**src/rtl/ctlio_pkg.sv**
```systemverilog
package ctlio_pkg;

  localparam int DATA_W = 32;

  localparam logic [11:0] OFS_LED    = 12'h000;
  localparam logic [11:0] OFS_BTN    = 12'h008;
  localparam logic [11:0] OFS_SEC    = 12'h010;
  localparam logic [11:0] OFS_CENTI  = 12'h014;
  localparam logic [11:0] OFS_COUNT  = 12'h018;
  localparam logic [11:0] OFS_RELOAD = 12'h01C;
  localparam logic [11:0] OFS_PHASE  = 12'h020;
  localparam logic [11:0] OFS_AUX    = 12'h04C;

  typedef enum logic [3:0] {
    SEL_NONE,
    SEL_LED,
    SEL_BTN,
    SEL_SEC,
    SEL_CENTI,
    SEL_COUNT,
    SEL_RELOAD,
    SEL_PHASE,
    SEL_AUX
  } regSel_e;

  typedef struct packed {
    logic    wrLed;
    logic    wrAux;
    logic    wrSec;
    logic    wrCenti;
    logic    wrCount;
    logic    wrReload;
    logic    wrPhase;
    logic    rdFire;
    regSel_e rdSel;
  } ctlStrobe_t;

endpackage

```
**src/rtl/ctlio_ctrl.sv**
```systemverilog
module ctlio_ctrl
  import ctlio_pkg::*;
#(
  parameter int ADDR_W = 12
) (
  input  logic [ADDR_W-1:0] busAddr,
  input  logic              busWrEn,
  input  logic              busRdEn,
  output ctlStrobe_t        strb
);

  localparam int CMP_W = (ADDR_W > 12) ? ADDR_W : 12;

  logic [CMP_W-1:0] addrExt;
  regSel_e          sel;

  assign addrExt = CMP_W'(busAddr);

  always_comb begin
    sel = SEL_NONE;
    if      (addrExt == CMP_W'(OFS_LED))    sel = SEL_LED;
    else if (addrExt == CMP_W'(OFS_BTN))    sel = SEL_BTN;
    else if (addrExt == CMP_W'(OFS_SEC))    sel = SEL_SEC;
    else if (addrExt == CMP_W'(OFS_CENTI))  sel = SEL_CENTI;
    else if (addrExt == CMP_W'(OFS_COUNT))  sel = SEL_COUNT;
    else if (addrExt == CMP_W'(OFS_RELOAD)) sel = SEL_RELOAD;
    else if (addrExt == CMP_W'(OFS_PHASE))  sel = SEL_PHASE;
    else if (addrExt == CMP_W'(OFS_AUX))    sel = SEL_AUX;
  end

  always_comb begin
    strb          = '0;
    strb.wrLed    = busWrEn && (sel == SEL_LED);
    strb.wrAux    = busWrEn && (sel == SEL_AUX);
    strb.wrSec    = busWrEn && (sel == SEL_SEC);
    strb.wrCenti  = busWrEn && (sel == SEL_CENTI);
    strb.wrCount  = busWrEn && (sel == SEL_COUNT);
    strb.wrReload = busWrEn && (sel == SEL_RELOAD);
    strb.wrPhase  = busWrEn && (sel == SEL_PHASE);
    strb.rdFire   = busRdEn;
    strb.rdSel    = sel;
  end

  // a single access never lands in two registers
  always_comb begin
    p_single_target_r1: assert ($onehot0({strb.wrLed, strb.wrAux, strb.wrSec, strb.wrCenti,
                                          strb.wrCount, strb.wrReload, strb.wrPhase}))
      else $error("R1: write strobes not one-hot");
  end

endmodule

```
**src/rtl/ctlio_rate_ctr.sv**
```systemverilog
module ctlio_rate_ctr
  import ctlio_pkg::*;
#(
  parameter int unsigned DIV = 100
) (
  input  logic              clk,
  input  logic              rstN,
  input  logic              ld,
  input  logic [DATA_W-1:0] ldVal,
  output logic [DATA_W-1:0] value
);

  localparam int unsigned DIV_W   = (DIV > 1) ? $clog2(DIV) : 1;
  localparam logic [DIV_W-1:0] DIV_LAST = DIV_W'(DIV - 1);

  logic [DIV_W-1:0]  divQ;
  logic [DATA_W-1:0] valueQ;
  logic              wrapNow;

  assign wrapNow = (divQ == DIV_LAST);
  assign value   = valueQ;

  always_ff @(posedge clk or negedge rstN) begin
    if (!rstN) begin
      divQ   <= '0;
      valueQ <= '0;
    end else if (ld) begin
      divQ   <= '0;
      valueQ <= ldVal;
    end else if (wrapNow) begin
      divQ   <= '0;
      valueQ <= valueQ + DATA_W'(1);
    end else begin
      divQ   <= divQ + DIV_W'(1);
    end
  end

  p_load_takes_r5: assert property (@(posedge clk) disable iff (!rstN)
    ld |=> (value == $past(ldVal)));

  p_restart_phase_r5: assert property (@(posedge clk) disable iff (!rstN)
    ld |=> (divQ == '0));

  p_hold_between_r4: assert property (@(posedge clk) disable iff (!rstN)
    (!ld && !wrapNow) |=> $stable(value));

  p_step_at_wrap_r4: assert property (@(posedge clk) disable iff (!rstN)
    (!ld && wrapNow) |=> (value == $past(value) + 32'd1));

endmodule

```
**src/rtl/ctlio_evt_ctr.sv**
```systemverilog
module ctlio_evt_ctr
  import ctlio_pkg::*;
(
  input  logic              clk,
  input  logic              rstN,
  input  logic              wrCount,
  input  logic              wrReload,
  input  logic              wrPhase,
  input  logic [DATA_W-1:0] wrData,
  output logic [DATA_W-1:0] count,
  output logic [DATA_W-1:0] reload,
  output logic [DATA_W-1:0] phase
);

  logic [DATA_W-1:0] countQ;
  logic [DATA_W-1:0] reloadQ;
  logic [DATA_W-1:0] phaseQ;
  logic              phaseZero;

  assign phaseZero = (phaseQ == '0);
  assign count     = countQ;
  assign reload    = reloadQ;
  assign phase     = phaseQ;

  always_ff @(posedge clk or negedge rstN) begin
    if (!rstN) begin
      reloadQ <= '0;
    end else if (wrReload) begin
      reloadQ <= wrData;
    end
  end

  always_ff @(posedge clk or negedge rstN) begin
    if (!rstN) begin
      phaseQ <= '0;
    end else if (wrPhase) begin
      phaseQ <= wrData;
    end else if (phaseZero) begin
      phaseQ <= reloadQ;
    end else begin
      phaseQ <= phaseQ - DATA_W'(1);
    end
  end

  always_ff @(posedge clk or negedge rstN) begin
    if (!rstN) begin
      countQ <= '0;
    end else if (wrCount) begin
      countQ <= wrData;
    end else if (phaseZero) begin
      countQ <= countQ + DATA_W'(1);
    end
  end

  p_count_on_zero_r6: assert property (@(posedge clk) disable iff (!rstN)
    (!wrCount && phase == '0) |=> (count == $past(count) + 32'd1));

  p_count_idle_r6: assert property (@(posedge clk) disable iff (!rstN)
    (!wrCount && phase != '0) |=> $stable(count));

  p_phase_down_r6: assert property (@(posedge clk) disable iff (!rstN)
    (!wrPhase && phase != '0) |=> (phase == $past(phase) - 32'd1));

  p_phase_write_wins_r7: assert property (@(posedge clk) disable iff (!rstN)
    wrPhase |=> (phase == $past(wrData)));

  p_count_write_wins_r7: assert property (@(posedge clk) disable iff (!rstN)
    wrCount |=> (count == $past(wrData)));

endmodule

```
**src/rtl/ctlio_datapath.sv**
```systemverilog
module ctlio_datapath
  import ctlio_pkg::*;
#(
  parameter int unsigned CLK_HZ  = 50_000_000,
  parameter int          NUM_BTN = 2
) (
  input  logic               clk,
  input  logic               rstN,
  input  ctlStrobe_t         strb,
  input  logic [DATA_W-1:0]  wrData,
  input  logic [NUM_BTN-1:0] btnIn,
  output logic [DATA_W-1:0]  rdData,
  output logic [1:0]         ledOut
);

  localparam int NUM_RATE = 2;

  logic [1:0]         ledQ;
  logic [DATA_W-1:0]  auxQ;
  logic [NUM_BTN-1:0] btnMeta;
  logic [NUM_BTN-1:0] btnSync;
  logic [DATA_W-1:0]  rdNext;
  logic [DATA_W-1:0]  rdQ;

  logic [NUM_RATE-1:0] rateLd;
  logic [DATA_W-1:0]   rateVal [NUM_RATE];

  logic [DATA_W-1:0] evtCount;
  logic [DATA_W-1:0] evtReload;
  logic [DATA_W-1:0] evtPhase;

  assign rateLd = {strb.wrCenti, strb.wrSec};

  generate
    for (genvar i = 0; i < NUM_RATE; i++) begin : g_rate
      localparam int unsigned DIV_I = (i == 0) ? CLK_HZ : CLK_HZ / 100;
      ctlio_rate_ctr #(
        .DIV(DIV_I)
      ) u_rate (
        .clk  (clk),
        .rstN (rstN),
        .ld   (rateLd[i]),
        .ldVal(wrData),
        .value(rateVal[i])
      );
    end
  endgenerate

  ctlio_evt_ctr u_evt (
    .clk     (clk),
    .rstN    (rstN),
    .wrCount (strb.wrCount),
    .wrReload(strb.wrReload),
    .wrPhase (strb.wrPhase),
    .wrData  (wrData),
    .count   (evtCount),
    .reload  (evtReload),
    .phase   (evtPhase)
  );

  always_ff @(posedge clk or negedge rstN) begin
    if (!rstN) begin
      ledQ <= '0;
      auxQ <= '0;
    end else begin
      if (strb.wrLed) ledQ <= wrData[1:0];
      if (strb.wrAux) auxQ <= wrData;
    end
  end

  always_ff @(posedge clk or negedge rstN) begin
    if (!rstN) begin
      btnMeta <= '0;
      btnSync <= '0;
    end else begin
      btnMeta <= btnIn;
      btnSync <= btnMeta;
    end
  end

  always_comb begin
    unique case (strb.rdSel)
      SEL_LED:    rdNext = DATA_W'(ledQ);
      SEL_BTN:    rdNext = DATA_W'(btnSync);
      SEL_SEC:    rdNext = rateVal[0];
      SEL_CENTI:  rdNext = rateVal[1];
      SEL_COUNT:  rdNext = evtCount;
      SEL_RELOAD: rdNext = evtReload;
      SEL_PHASE:  rdNext = evtPhase;
      SEL_AUX:    rdNext = auxQ;
      default:    rdNext = '0;
    endcase
  end

  always_ff @(posedge clk or negedge rstN) begin
    if (!rstN) begin
      rdQ <= '0;
    end else if (strb.rdFire) begin
      rdQ <= rdNext;
    end
  end

  assign rdData = rdQ;
  assign ledOut = ledQ;

  p_led_upper_zero_r2: assert property (@(posedge clk) disable iff (!rstN)
    (strb.rdFire && strb.rdSel == SEL_LED) |=> (rdData[DATA_W-1:2] == '0));

  p_led_follows_write_r2: assert property (@(posedge clk) disable iff (!rstN)
    strb.wrLed |=> (ledOut == $past(wrData[1:0])));

  p_aux_write_r3: assert property (@(posedge clk) disable iff (!rstN)
    strb.wrAux |=> (auxQ == $past(wrData)));

  p_unmapped_zero_r9: assert property (@(posedge clk) disable iff (!rstN)
    (strb.rdFire && strb.rdSel == SEL_NONE) |=> (rdData == '0));

  p_rd_hold_r10: assert property (@(posedge clk) disable iff (!rstN)
    !strb.rdFire |=> $stable(rdData));

endmodule

```
**src/rtl/ctlio_regs.sv**
```systemverilog
module ctlio_regs
  import ctlio_pkg::*;
#(
  parameter int unsigned CLK_HZ  = 50_000_000,
  parameter int          NUM_BTN = 2,
  parameter int          ADDR_W  = 12
) (
  input  logic               clk,
  input  logic               rstN,
  input  logic [ADDR_W-1:0]  busAddr,
  input  logic               busWrEn,
  input  logic [31:0]        busWrData,
  input  logic               busRdEn,
  output logic [31:0]        busRdData,
  input  logic [NUM_BTN-1:0] btnIn,
  output logic [1:0]         ledOut
);

  ctlStrobe_t strb;

  ctlio_ctrl #(
    .ADDR_W(ADDR_W)
  ) u_ctrl (
    .busAddr(busAddr),
    .busWrEn(busWrEn),
    .busRdEn(busRdEn),
    .strb   (strb)
  );

  ctlio_datapath #(
    .CLK_HZ (CLK_HZ),
    .NUM_BTN(NUM_BTN)
  ) u_dp (
    .clk   (clk),
    .rstN  (rstN),
    .strb  (strb),
    .wrData(busWrData),
    .btnIn (btnIn),
    .rdData(busRdData),
    .ledOut(ledOut)
  );

endmodule

```
**config.mk**
```make
export PLATFORM = sky130hd
export DESIGN_NAME = ctlio_regs
export DESIGN_NICKNAME = d
export VERILOG_FILES = /design/src/rtl/ctlio_pkg.sv /design/src/rtl/ctlio_ctrl.sv /design/src/rtl/ctlio_rate_ctr.sv /design/src/rtl/ctlio_evt_ctr.sv /design/src/rtl/ctlio_datapath.sv /design/src/rtl/ctlio_regs.sv
export SDC_FILE = /design/constraint.sdc
export NUM_CORES = 1
export LEC_CHECK = 0
export CELL_PAD_IN_SITES_DETAIL_PLACEMENT = 0
export CELL_PAD_IN_SITES_GLOBAL_PLACEMENT = 1
export CORE_ASPECT_RATIO = 2
export CORE_MARGIN = 5
export CORE_UTILIZATION = 28
export DETAILED_ROUTE_END_ITERATION = 6
export DONT_BUFFER_PORTS = 1
export GPL_TIMING_DRIVEN = 0
export PLACE_DENSITY = 0.55
export SYNTH_ARGS = -nofsm -noshare
export SYNTH_HDL_FRONTEND = slang
export SYNTH_SLANG_ARGS = --single-unit
export TNS_END_PERCENT = 30
```
**constraint.sdc**
```tcl
create_clock -name clk -period 3 [get_ports clk]
set_input_delay 0.6 -clock clk [delete_from_list [all_inputs] [get_ports clk]]
set_output_delay 0.6 -clock clk [all_outputs]
set_load 0.02 [all_outputs]
```
==> results.md, run 1 <==
* RSZ-0062 raised after global routing: yes
* Width of the die at 172 um
* Number of buffers added by the clock tree synthesis step at 30
* TritonRoute pass-1 iters at 5
* Synthesized flop and latch total at 275
* Largest fanout of any net on the critical path at 10
* Antenna cells at 0
* HPWL after detailed placement at around 47 mm
* Total number of placement rows at 119
* Gr ovfl total at 0
* Growth of design area from synthesis to finish at 14.2%
* Slew margin rel. at 0.163
* Tot Pwr at approximately 0.0086 W
* Number of standard cells in the layout, taps in and fillers out at 2,270
* Static Leak at a little under 7 nW
* Gpl congestion at 0.944
* Pin slew with the least headroom to its limit at approximately 1.3 ns
* Compound-cell area share of the yosys netlist at 0.119
* Dominant cell type by area after synthesis: sky130_fd_sc_hd__dfrtp_1
* Number of distinct standard cells referenced by the synthesized netlist at 60
* Final Max Slew Viols at 0
* First-pass GRT wire length at a little over 90 mm
* Final setup violation count at 1
* Most frequent cells in the layout: sky130_fd_sc_hd__dfrtp_1, sky130_fd_sc_hd__nor2_1, sky130_fd_sc_hd__nand2_1
* Cell area after synthesis at around 0.015 mm2
* Total Routing Usage GR at 0.217
* Count of H-tree levels built during CTS at 1
* Starting DRC count in detailed routing at ~900
* Number of antenna violations at the first check in global routing at 0
* Failing checks: negative hold slack, negative setup slack
* Peak supply drop at ~0.44 mV
* Aggregate routed wire length at between 60 and 70 mm
* Part of the Yosys area used for sequential elements at 0.467
* Worst min-delay path class: in2async
* Hold Violations, Final at roughly 280
* Clock tree from TritonCTS: done
* CTS Root Buffer Type: sky130_fd_sc_hd__clkbuf_16
* Die height at between 300 and 400 um
* Main flop type after synthesis: sky130_fd_sc_hd__dfrtp_1
* Number of enable flip-flop cells after synthesis at 0
* Clock network latency to the later pin of the worst-skew pair at approximately 0.6 ns
* Syn nets at between 1,500 and 2,000
* Classification of the worst setup path: in2reg
* Buffers added on ports at 0
* Ys Warns at 0
* Kind of capture point of the worst setup path: flop
* Fraction of post-synthesis cell area in the top cell type by area at 0.467
* Antenna Nets Post-Route at 0
* Maximum count of clock buffers along a single path at 3
* Vias in the first global route at about 13,000
* Post-route worst hold slack at -0.285 ns
* Critical Path Start Type: input port
* Per-cell routed wire length at approximately 28 um
* Dominant combinational cell family by area after synthesis: simple AND/OR/NAND/NOR gates
* Core region area at about 0.052 mm2
* Pin count of the biggest net entering global routing at roughly 280
* Die area at just under 0.06 mm2
* Power density relative to cell area at 511 mW/mm2
* Average via count per standard cell at ~5.5
* Post-synthesis average cell area at 9.56 um2
* Leading post-synthesis cells by cell area: sky130_fd_sc_hd__dfrtp_1, sky130_fd_sc_hd__mux2_2, sky130_fd_sc_hd__xnor2_1, sky130_fd_sc_hd__xor2_1, sky130_fd_sc_hd__nor2_1
* Number of fill cells in the layout at between 5,000 and 6,000
* Fraction of the mapped netlist area in adder cells at 0.00594
* Vias after detailed routing at about 13,000
* Required time of the critical path at between 3 and 4 ns
* Number of remaining DRC errors at 0
* Clock skew after layout at ~0.0081 ns
* Multiplexer share of the synthesized area at 0.0804
* Worst endpoint data arrival time at 3.51 ns
* Initial Util at 0.281
* Final net count at 1,640
* Fin crit period at between 3 and 4 ns
* Simple-gate area share of the yosys netlist at 0.198
* Maximum clock frequency at between 0.3 and 0.4 GHz
* Layout cell share with drive strength beyond 1 at 0.118
* Run status: finished, violations left
* Clock-pin slew of the registers on the worst-case setup and hold paths at around 0.060 ns
* I/O Pins at 84
* Final worst slack at -0.00706 ns
* Most frequent standard cell in the layout excluding fill and tap cells: sky130_fd_sc_hd__dfrtp_1
* Post-synthesis share of cell area spent on xor and xnor gates at 0.0920
* Ratio of final minimum period to clock period at 1.00
* Inst Count DP at ~2,200
* Clock net sink count at approximately 280
* Number of instances in the synthesized netlist at ~1,500
* Async set-reset flop share out of synthesis at 1.00
* Number of violations of the max-capacitance limit at 0
[path summary, 6_finish.rpt]
| check | start | endpoint | slack, ns | depth (start not counted) |
|---|---|---|---|---|
| worst max-delay path | busAddr[7] | u_dp.rdData[10]$_DFFE_PN0P_ | -0.007 | 6 |
| worst min-delay path | rstN | u_dp.g_rate[0].u_rate.divQ[1]$_DFF_PN0_ | -0.28 | 0 |
| max in group asynchronous | rstN | u_dp.g_rate[1].u_rate.value[14]$_DFFE_PN0P_ | 2.47 | 0 |
| worst min register to register | u_dp.btnMeta[1]$_DFF_PN0_ | u_dp.btnSync[1]$_DFF_PN0_ | 0.39 | 0 |
| min in group clk | btnIn[0] | u_dp.btnMeta[0]$_DFF_PN0_ | 0.04 | 0 |
| worst max register to register | u_dp.g_rate[1].u_rate.divQ[14]$_DFF_PN0_ | u_dp.g_rate[1].u_rate.value[28]$_DFFE_PN0P_ | 0.04 | 7 |
[cell families after synthesis]
group	Yosys count
xor gates and xnor gates	155
adders and majority gates	7
buffers and inverters	141
AOI/OAI and AO/OA	282
DFF	275
and+or+nand+nor	582
muxes	101
[metal layers]
metal / vias up / track usage / part of all wire
li1: 5595 / - / -
met1: 6305 / 0.215 / 0.33
met2: 436 / 0.394 / 0.53
met3: 177 / 0.0412 / 0.058
met4: 0 / 0.157 / 0.089
met5: - / 0 / 0
[final cells by class]
class	count	area [um2]	area share
Multi-Input combinational cell	1127	7420	0.441
Sequential cell	275	6880	0.409
Clock buffer	41	843	0.0501
Tap cell	665	832	0.0494
Buffer	86	372	0.0221
Clock inverter	13	221	0.0132
Inverter	55	206	0.0123
Timing Repair Buffer	8	60.1	0.00357
[Yosys cell counts, types with 13 or more instances]
cell type                    n
sky130_fd_sc_hd__or3_1      16
sky130_fd_sc_hd__and4_1     17
sky130_fd_sc_hd__a221oi_1   17
sky130_fd_sc_hd__a21oi_1    69
sky130_fd_sc_hd__nor2_1    158
sky130_fd_sc_hd__nand2_1   145
sky130_fd_sc_hd__and3_1     24
sky130_fd_sc_hd__nand4_1    28
sky130_fd_sc_hd__nor4_1     25
sky130_fd_sc_hd__mux2i_1    24
sky130_fd_sc_hd__buf_2      13
sky130_fd_sc_hd__xnor2_1    84
sky130_fd_sc_hd__dfrtp_1   275
sky130_fd_sc_hd__nor3_1     50
sky130_fd_sc_hd__clkbuf_1   64
sky130_fd_sc_hd__inv_1      55
sky130_fd_sc_hd__a22oi_1    33
sky130_fd_sc_hd__nand3_1    67
sky130_fd_sc_hd__o22ai_1    51
sky130_fd_sc_hd__mux2_2     70
sky130_fd_sc_hd__o21ai_0    68
sky130_fd_sc_hd__xor2_1     71
[flip-flops by register name, indices dropped and copies added (netlist names)]
signal / flops
u_dp.g_rate.u_rate.divQ: 45
u_dp.g_rate.u_rate.value: 64
u_dp.auxQ: 32
u_dp.u_evt.reload: 32
u_dp.rdData: 32
u_dp.ledOut: 2
u_dp.btnSync: 2
u_dp.u_evt.phase: 32
u_dp.u_evt.count: 32
u_dp.btnMeta: 2
[report_power, final]
part | switching, W | leakage [nW] | internal [W]
logic | 0.000265 | 3.06 | 0.000190
registers | 0.000161 | 3.22 | 0.00384
clock network | 0.00167 | 0.520 | 0.00247
total | 0.00210 | 6.80 | 0.00650
[stage by stage]
stage / utilization / cell area [um2] / worst slack [ns] / TNS [ns]
after floorplan: - / 14800 / 0.406 / 0
after global placement: 0.297 / 15600 / -1.57 / -166.94
after detailed placement: 0.298 / 15600 / -1.56 / -163.24
after CTS: 0.320 / 16800 / -0.0159 / -0.0907
after global routing: 0.321 / 16800 / -0.103 / -1.50
final: 0.321 / 16800 / -0.00706 / -0.00706
[worst max-delay path, stage by stage]
cell                       delay (ns)
sky130_fd_sc_hd__or4_1           0.60
sky130_fd_sc_hd__nor4_1          0.55
sky130_fd_sc_hd__nand3_1         0.77
sky130_fd_sc_hd__o22ai_1         0.66
sky130_fd_sc_hd__a221oi_1        0.14
sky130_fd_sc_hd__o22ai_1         0.19
[timing repair]
action / CTS / global route
endpoints found under the hold margin: 275 / 275
buffers inserted: 5 / 1
pin swaps: 3 / 1
gates resized for setup: 20 / 11
setup endpoints to repair: 165 / 118
gates cloned: 0 / 0
Note: power is estimated with default switching activity, not from simulation.
==> run 2: changes to the inputs <==
--- a/config.mk
+++ b/config.mk
@@ -5,6 +5,7 @@
 export SDC_FILE = /design/constraint.sdc
 export NUM_CORES = 1
 export LEC_CHECK = 0
+export CAP_MARGIN = 25
 export CELL_PAD_IN_SITES_DETAIL_PLACEMENT = 0
 export CELL_PAD_IN_SITES_GLOBAL_PLACEMENT = 1
 export CORE_ASPECT_RATIO = 2
==> run 2 against run 1 <==
The flow finishes with violations (negative hold slack). Non-clock buffer count is 9 higher. Die area is the same. Maximum frequency grew 1.4%. Critical path type is now reg2reg.
==> results.md, run 2 (same netlist as run 1, synthesis figures left out) <==
* Vias after detailed routing at 12,500 (-0.10%)
* Width of the die at 172 um (unchanged)
* Worst endpoint data arrival time at 3.46 ns (-0.05 ns)
* CTS Root Buffer Type: sky130_fd_sc_hd__clkbuf_16
* Die height at 335 um (unchanged)
* Ratio of final minimum period to clock period at 0.988 (-0.0139)
* Clock-pin slew of the registers on the worst-case setup and hold paths at 0.07 ns (about the same)
* RSZ-0062 raised after global routing: yes
* Number of remaining DRC errors at 0 (unchanged)
* Flip-flop count of the largest register after layout at 64 (unchanged)
* Final setup violation count at 0 (-1)
* Starting DRC count in detailed routing at 1,038 (+14%)
* Average via count per standard cell at 5.49 (-0.45%)
* Final worst slack at 0.0346 ns (+0.0416 ns)
* Kind of capture point of the worst setup path: flop
* Required time of the critical path at 3.49 ns (about the same)
* Slew margin rel. at 0.255 (+0.0926)
* Final net count at 1,648 (+0.49%)
* Gr ovfl total at 0 (unchanged)
* I/O Pins at 84 (unchanged)
* Growth of design area from synthesis to finish at 13.8%
* Per-cell routed wire length at 27.7 um (-0.67%)
* Cell area after layout at 0.0168 mm2 (-0.29%)
* Die area at 0.0576 mm2 (unchanged)
* Fraction of power spent switching nets at 0.248 (+0.00440)
* R2r setup slk at 0.03 ns (about the same)
* Worst min-delay path class: in2async
* Largest fanout of any net on the critical path at 10 (unchanged)
* Clock tree from TritonCTS: done
* Buffers added on ports at 0 (unchanged)
* Total number of placement rows at 119 (unchanged)
* Most frequent standard cell in the layout excluding fill and tap cells: sky130_fd_sc_hd__dfrtp_1
* Minimum setup slack after placement at -1.57 ns (-0.00712 ns)
* HPWL after detailed placement at 47.5 mm (+0.29%)
* Critical Path Start Type: flop
* Maximum count of clock buffers along a single path at 3 (unchanged)
* Static Leak at 6.79 nW (about the same)
* Most frequent cells in the layout: sky130_fd_sc_hd__dfrtp_1, sky130_fd_sc_hd__nor2_1, sky130_fd_sc_hd__nand2_1
* Classification of the worst setup path: reg2reg
* Combinational share of power at 0.055 (+0.002)
* Core region area at 0.0524 mm2 (unchanged)
* Initial Util at 0.281 (unchanged)
* Fin crit period at 2.97 ns (-0.0416 ns)
* Portion of total power attributed to the clock network at 0.464 (-0.018)
* Aggregate routed wire length at 63.0 mm (-0.32%)
* First-pass GRT wire length at 90.7 mm (-0.51%)
* Peak supply drop at 0.384 mV (-13%)
* Post-DP Area at 0.0157 mm2 (+0.49%)
* Failing checks: negative hold slack
* Antenna Nets Post-Route at 0 (unchanged)
* Layout cell share with drive strength beyond 1 at 0.116 (-0.00245)
* Pin count of the biggest net entering global routing at 276 (unchanged)
* Maximum clock frequency at 0.337 GHz (+1.4%)
* Clock network latency to the later pin of the worst-skew pair at 0.58 ns (about the same)
* Setup TNS after final layout at 0 ns (+0.00706 ns)
* Power dissipated by switching net loads at 0.00207 W (-1.5%)
* Origin of the critical flop-to-flop path: u_dp.u_evt.phase[9]$_DFF_PN0_
* Power density relative to cell area at 496 mW/mm2 (-3.0%)
* Count of H-tree levels built during CTS at 1 (unchanged)
* Run status: finished, violations left
* Pin slew with the least headroom to its limit at 1.12 ns (-0.139 ns)
* Worst-case reg-to-reg path depth at 7 (unchanged)
* TritonRoute pass-1 iters at 5 (unchanged)
* Number of buffers added by the clock tree synthesis step at 29 (-3.3%)
* Clock net sink count at 275 (unchanged)
* Post-route worst hold slack at -0.270 ns (+0.0149 ns)
* Reg-to-reg endpoint: u_dp.u_evt.count[0]$_DFFE_PN0P_
* Part of the power in registers at 0.481 (+0.016)
* Number of antenna violations at the first check in global routing at 0 (unchanged)
* Internal power contribution at 0.00626 W (-3.8%)
* Gpl congestion at 0.944 (unchanged)
* Hold Violations, Final at 275 (unchanged)
* Clock skew after layout at 0.0120 ns (+0.00388 ns)
* Number of violations of the max-capacitance limit at 0 (unchanged)
* Vias in the first global route at 12,818 (-1.0%)
* Total Routing Usage GR at 0.216 (-0.000889)
* Antenna cells at 0 (unchanged)
* Final Max Slew Viols at 0 (unchanged)
-- run 2: cell types whose count changed in the layout (fill, tap and decap cells not counted), moves of 2 or more --
| cell | before | now |
|---|---|---|
| sky130_fd_sc_hd__nor4_1 | 18 | 21 |
| sky130_fd_sc_hd__bufinv_16 | 6 | 4 |
| sky130_fd_sc_hd__clkbuf_1 | 64 | 68 |
| sky130_fd_sc_hd__nor4_2 | 10 | 8 |
| sky130_fd_sc_hd__clkbuf_16 | 31 | 29 |
| sky130_fd_sc_hd__buf_1 | 5 | 7 |
| sky130_fd_sc_hd__buf_4 | 8 | 12 |
| sky130_fd_sc_hd__clkbuf_2 | 8 | 6 |
| sky130_fd_sc_hd__buf_8 | 0 | 3 |
-- run 2: cell type report --
type                            instances  area (um2)
Buffer                                 86         362
Clock buffer                           43         818
Clock inverter                         10         154
Fill cell                            5466       35600
Inverter                               55         206
Multi-Input combinational cell       1127        7390
Sequential cell                       275        6880
Tap cell                              665         832
Timing Repair Buffer                   17         151
-- run 2: worst max-delay path by stage --
stage / from / end / slack, ns / cells after the start
5_1_grt: u_dp.u_evt.phase[9]$_DFF_PN0_ / u_dp.u_evt.phase[13]$_DFF_PN0_ / -0.1 / 7
2_1_floorplan: u_dp.u_evt.phase[0]$_DFF_PN0_ / u_dp.u_evt.count[31]$_DFFE_PN0P_ / 0.41 / 8
3_5_place_dp: busAddr[2] / u_dp.g_rate[1].u_rate.value[10]$_DFFE_PN0P_ / -1.57 / 7
3_3_place_gp: busAddr[2] / u_dp.g_rate[1].u_rate.value[10]$_DFFE_PN0P_ / -1.57 / 7
4_1_cts: u_dp.u_evt.phase[0]$_DFF_PN0_ / u_dp.u_evt.phase[14]$_DFF_PN0_ / -0.20 / 8
6_report: u_dp.u_evt.phase[9]$_DFF_PN0_ / u_dp.u_evt.count[0]$_DFFE_PN0P_ / 0.03 / 7
-- run 2: what timing repair did --
item                       4_1_cts  5_1_grt
setup endpoints to repair      149       69
setup buffers                    3        5
hold endpoints to repair       275      275
pin swaps                        3        4
resized for setup               11       10
-- run 2: power groups by stage --
stage                     clock network (W)  logic [W]  registers, W
after floorplan                           0   0.000329       0.00402
after global placement                    0   0.000437       0.00406
after detailed placement                  0   0.000448       0.00406
after CTS                           0.00396   0.000453       0.00400
after global routing                0.00408   0.000498       0.00402
final                               0.00387   0.000455       0.00400
-- run 2: metrics by stage --
step | util | cells | total power (W)
after global routing | 0.320 | 2278 | 0.00860
after CTS | 0.319 | 2273 | 0.00841
after floorplan | - | 1543 | 0.00435
after global placement | 0.297 | 2208 | 0.00450
final | 0.320 | 2278 | 0.00832
after detailed placement | 0.299 | 2217 | 0.00451
-- run 2: layer usage --
layer / vias up / part of all wire / track usage
li1: 5616 / - / -
met1: 6293 / 0.33 / 0.219
met5: - / 0 / 0
met4: 0 / 0.079 / 0.136
met2: 441 / 0.53 / 0.399
met3: 150 / 0.056 / 0.0374
-- run 2: worst max-delay path: stages, from the launching register on --
cell                       delay [ns]
sky130_fd_sc_hd__dfrtp_1         0.46
sky130_fd_sc_hd__nor4_2          0.54
sky130_fd_sc_hd__and4_1          0.27
sky130_fd_sc_hd__clkbuf_1        0.37
sky130_fd_sc_hd__nand3_2         0.41
sky130_fd_sc_hd__buf_2           0.41
sky130_fd_sc_hd__xor2_1          0.20
sky130_fd_sc_hd__a21oi_1         0.19
